==> config.mk <==
export PLATFORM = sky130hd
export DESIGN_NAME = dac_bus_decoder
export DESIGN_NICKNAME = d
export VERILOG_FILES = /design/src/rtl/dac_bus_pkg.sv /design/src/rtl/dac_bus_ctrl.sv /design/src/rtl/dac_bus_dpath.sv /design/src/rtl/dac_bus_decoder.sv
export SDC_FILE = /design/constraint.sdc
export NUM_CORES = 1
export LEC_CHECK = 0
export CORE_AREA = 2 2 39 41
export CTS_CLUSTER_DIAMETER = 40
export DETAILED_ROUTE_END_ITERATION = 7
export DIE_AREA = 0 0 41 43
export PLACE_DENSITY = 0.66
export SLEW_MARGIN = 20
export SYNTH_ARGS = -nofsm -noshare
export SYNTH_HDL_FRONTEND = slang
export SYNTH_SLANG_ARGS = --single-unit
==> constraint.sdc <==
create_clock -name clk -period 1.55 [get_ports clk]
set_clock_uncertainty 0.1 [all_clocks]
set_input_delay 0.155 -clock clk [delete_from_list [all_inputs] [get_ports clk]]
set_output_delay 0.155 -clock clk [all_outputs]
set_load 0.01 [all_outputs]
==> src/rtl/dac_bus_pkg.sv <==
package dac_bus_pkg;

  typedef struct packed {
    logic sel;
    logic hiEn;
    logic loEn;
    logic load;
    logic clr;
  } dacStb_t;

  typedef enum logic [2:0] {
    OFS_LO_BYTE = 3'd0,
    OFS_HI_BYTE = 3'd1,
    OFS_LOAD_A  = 3'd2,
    OFS_LOAD_B  = 3'd3,
    OFS_CLR_UNI = 3'd4,
    OFS_CLR_BIP = 3'd5,
    OFS_SPARE_A = 3'd6,
    OFS_SPARE_B = 3'd7
  } dacOfs_t;

  localparam int OFS_W = 3;

endpackage

==> src/rtl/dac_bus_ctrl.sv <==
module dac_bus_ctrl
  import dac_bus_pkg::*;
#(
  parameter int ADDR_W = 8,
  parameter logic [ADDR_W-1:0] BASE_ADDR = 8'h40
) (
  input  logic              clk,
  input  logic              rstN,
  input  logic              iorqN,
  input  logic              wrN,
  input  logic [ADDR_W-1:0] addr,
  output dacStb_t           stb
);

  logic    inWindow;
  logic    hit;
  logic    clrHit;
  logic    clrArm;
  dacOfs_t ofs;

  assign inWindow = (addr[ADDR_W-1:OFS_W] == BASE_ADDR[ADDR_W-1:OFS_W]);
  assign hit      = !iorqN && !wrN && inWindow;
  assign ofs      = dacOfs_t'(addr[OFS_W-1:0]);
  assign clrHit   = hit && ((ofs == OFS_CLR_UNI) || (ofs == OFS_CLR_BIP));

  // The first cycle of a clear only sets the target level.
  always_ff @(posedge clk) begin
    if (!rstN) clrArm <= 1'b0;
    else       clrArm <= clrHit;
  end

  always_comb begin
    stb = '0;
    if (hit) begin
      unique case (ofs)
        OFS_LO_BYTE: begin stb.sel = 1'b1; stb.loEn = 1'b1; end
        OFS_HI_BYTE: begin stb.sel = 1'b1; stb.hiEn = 1'b1; end
        OFS_LOAD_A,
        OFS_LOAD_B:  stb.load = 1'b1;
        OFS_CLR_UNI: stb.clr  = clrArm;
        OFS_CLR_BIP: begin stb.loEn = 1'b1; stb.clr = clrArm; end
        default:     stb = '0;
      endcase
    end
  end

endmodule

==> src/rtl/dac_bus_dpath.sv <==
module dac_bus_dpath
  import dac_bus_pkg::*;
#(
  parameter int DATA_W = 8
) (
  input  logic              clk,
  input  logic              rstN,
  input  dacStb_t           stb,
  input  logic [DATA_W-1:0] busData,
  output logic              dacSelN,
  output logic              hiByteEn,
  output logic              loByteEn,
  output logic              loadStb,
  output logic              clrStb,
  output logic [DATA_W-1:0] dacData
);

  dacStb_t stbQ;

  always_ff @(posedge clk) begin
    if (!rstN) stbQ <= '0;
    else       stbQ <= stb;
  end

  assign dacSelN  = !stbQ.sel;
  assign hiByteEn = stbQ.hiEn;
  assign loByteEn = stbQ.loEn;
  assign loadStb  = stbQ.load;
  assign clrStb   = stbQ.clr;

  for (genvar i = 0; i < DATA_W; i++) begin : g_pass
    assign dacData[i] = busData[i];
  end

  AST_SEL_ONE_BYTE: assert property (@(posedge clk) disable iff (!rstN)
    !dacSelN |-> (hiByteEn != loByteEn));

  AST_ONE_ACTION: assert property (@(posedge clk) disable iff (!rstN)
    $onehot0({!dacSelN, loadStb, clrStb}));

  AST_CLR_SETUP: assert property (@(posedge clk) disable iff (!rstN)
    $rose(clrStb) |-> $stable(loByteEn));

endmodule

==> src/rtl/dac_bus_decoder.sv <==
module dac_bus_decoder
  import dac_bus_pkg::*;
#(
  parameter int ADDR_W = 8,
  parameter int DATA_W = 8,
  parameter logic [ADDR_W-1:0] BASE_ADDR = 8'h40
) (
  input  logic              clk,
  input  logic              rstN,
  input  logic              busIorqN,
  input  logic              busWrN,
  input  logic [ADDR_W-1:0] busAddr,
  input  logic [DATA_W-1:0] busData,
  output logic              dacSelN,
  output logic              hiByteEn,
  output logic              loByteEn,
  output logic              loadStb,
  output logic              clrStb,
  output logic [DATA_W-1:0] dacData
);

  dacStb_t stb;

  dac_bus_ctrl #(.ADDR_W(ADDR_W), .BASE_ADDR(BASE_ADDR)) u_ctrl (
    .clk   (clk),
    .rstN  (rstN),
    .iorqN (busIorqN),
    .wrN   (busWrN),
    .addr  (busAddr),
    .stb   (stb)
  );

  dac_bus_dpath #(.DATA_W(DATA_W)) u_dpath (
    .clk      (clk),
    .rstN     (rstN),
    .stb      (stb),
    .busData  (busData),
    .dacSelN  (dacSelN),
    .hiByteEn (hiByteEn),
    .loByteEn (loByteEn),
    .loadStb  (loadStb),
    .clrStb   (clrStb),
    .dacData  (dacData)
  );

  AST_QUALIFIED: assert property (@(posedge clk) disable iff (!rstN)
    (!dacSelN || hiByteEn || loByteEn || loadStb || clrStb)
      |-> $past(!busIorqN && !busWrN));

endmodule

==> metrics.txt <==
flip-flop and latch count after synthesis=6; most used cells in the layout excluding fill and tap cells=clkdlybuf4s50_1 (16), dfxtp_1 (6), nor4_1 (5), clkbuf_4 (3), inv_1 (2); initial cell density of the core=0.200; root buffer cell=clkbuf_4; clock-pin transition on the worst setup and hold timing paths=40 ps; r2r setup slk=850 ps; number of buffers created by CTS=3; Final Wtd Congestion=just over 0.7; drt pass-1 iters=2; standard-cell rows=14; per-cell via count in the routed design=4.13; number of cells upsized or downsized after cts=0; Syn Area/Cell=9.88 µm²; slew at the pin with the worst max-slew slack=271 ps; Yosys Warn Count=0; Final setup viols=0; Final period util=0.940; Routed WL per cell=9.39 µm; R2R Path Start=u_ctrl.clrArm$_SDFF_PN0_; overflow left after global routing=0; Leakage Power=0.000140 µW; residual DRC count=0; final standard cell count with taps included and fillers excluded=between 50 and 60; number of instances in the synthesized netlist=28; growth of design area from synthesis to finish=49.8%; capture point of the worst reg-to-reg path=u_dpath.clrStb$_SDFF_PN0_; number of I/O port buffers=16; wire length of the first global-routing pass=862 µm; timing endpoint of the critical path=u_dpath.loByteEn$_SDFF_PN0_; dpl cells=between 50 and 60; detailed-route via count=223; Post CTS Setup Buffer Count=0; share of synthesized area occupied by flip-flops and latches=0.434; initial antenna violation count=0; Syn Nets=48; clock insertion delay at the later pin of the skew report=240 ps; total power of the final layout=~330 µW; vias in the first global route=approximately 240; chip width=41 µm; number of levels the H-tree was split into=1; maximum number of pins on one net before global-route repair=7; sort of element at the end of the critical path=flop; TritonCTS sink count=6; power density cells=806 nW/µm²; Worst slew margin=0.818; worst endpoint data arrival time=1500 ps; setup total negative slack=0 ps; CP Launch Point=busWrN; area of the core=1380 µm²; top-level I/O count=33; overall routing resource usage=0.0745; top fanout value on the critical path=6; floorplan die height=~43 µm; f_max=slightly below 700 MHz; commonest non-fill, non-tap cell in the layout=clkdlybuf4s50_1; critical path start-end classification=in2reg; fin nets=60; Min Clock Period, post-route=1460 ps; required time worst endpoint=1590 ps; total wirelength of the detailed-routed design=507 µm; clock buffer depth=2; maximum resistive drop on vdd=0.000230 V; final antenna-violating net count=0; worst min path class=in2out; Max-cap violations=0; cts hold-fix bufs=0; Ant. Diodes=0; DIE AREA=1760 µm²; TritonCTS clock tree=done; proportion of layout cells with a drive suffix above 1=0.105; crit start category=primary input; count of distinct cell types in the synthesized netlist=11; final number of max-transition violations=0; final cell utilization of the core=0.299; number of DRC markers after the initial detailed-route iteration=2; path depth of the worst reg2reg path=2; number of failing hold endpoints at the final stage=0; outcome=finished, final reports clean; RSZ-0062 raised after global routing=false; netlist area before placement=277 µm²
==> power by group <==
part | switching [µW] | total, µW | internal [µW]
registers | 0.0292 | 155 | 155
clock network | 51.9 | 139 | 87.3
logic | 11.2 | 39.4 | 28.2
==> layer usage <==
layer  vias to the layer above  wire length (µm)  GRT usage
li1                        109                 -          -
met1                        96               206     0.0779
met2                        16               225      0.103
met3                         2                71     0.0157
met4                         0                 4     0.0933
met5                         -                 0          0
==> cell usage after synthesis (all sizes together) <==
cell type  count  area, µm²
nand2          1       3.75
or4            1       7.51
nand4bb        1       11.3
nor4b          1       15.0
buf            9       65.1
nor4           5       31.3
dfxtp          6        120
nand2b         1       6.26
inv            2       7.51
xor2           1       8.76
==> flip-flops by register name, indices dropped and copies added (netlist names) <==
| register | cells |
|---|---|
| u_dpath.hiByteEn | 1 |
| u_dpath.stbQ | 1 |
| u_dpath.loByteEn | 1 |
| u_dpath.clrStb | 1 |
| u_ctrl.clrArm | 1 |
| u_dpath.loadStb | 1 |
==> per-stage QoR <==
step / setup WS, ps / hold WS, ps / instance area, µm²
after global routing: 4.36 / 210 / 414
after CTS: 72.0 / 210 / 414
final: 92.9 / 210 / 414
after floorplan: 336 / 126 / 277
after global placement: -140 / 210 / 392
after detailed placement: -184 / 210 / 392
==> cells by family after synthesis <==
group                  after synthesis  synth area share
flip-flops                           6             0.434
AND/OR/NAND/NOR                     10             0.271
buffers and inverters               11             0.262
XOR/XNOR                             1            0.0317
==> area by class of cell <==
type | count | area (µm²)
sequential | 6 | 120
inverter | 2 | 7.51
clock buffer | 3 | 22.5
multi-input combinational | 11 | 83.8
tap | 16 | 20.0
fill | 160 | 970
timing repair buffer | 16 | 160
==> critical path: stages <==
cell	delay, ps
clkdlybuf4s50_1	390
or4_1	640
nor4_1	310
==> how the worst min path moves through the flow <==
stage          startpoint                         end  slack [ps]  depth (start not counted)
6_report       busData[0]                  dacData[0]         210                          0
5_1_grt        busData[6]                  dacData[6]         210                          0
4_1_cts        busData[2]                  dacData[2]         210                          0
3_5_place_dp   busData[2]                  dacData[2]         210                          0
3_3_place_gp   busData[2]                  dacData[2]         210                          0
2_1_floorplan  busAddr[2]  u_dpath.loadStb$_SDFF_PN0_         130                          1
Note: power is estimated with default switching activity, not from simulation.
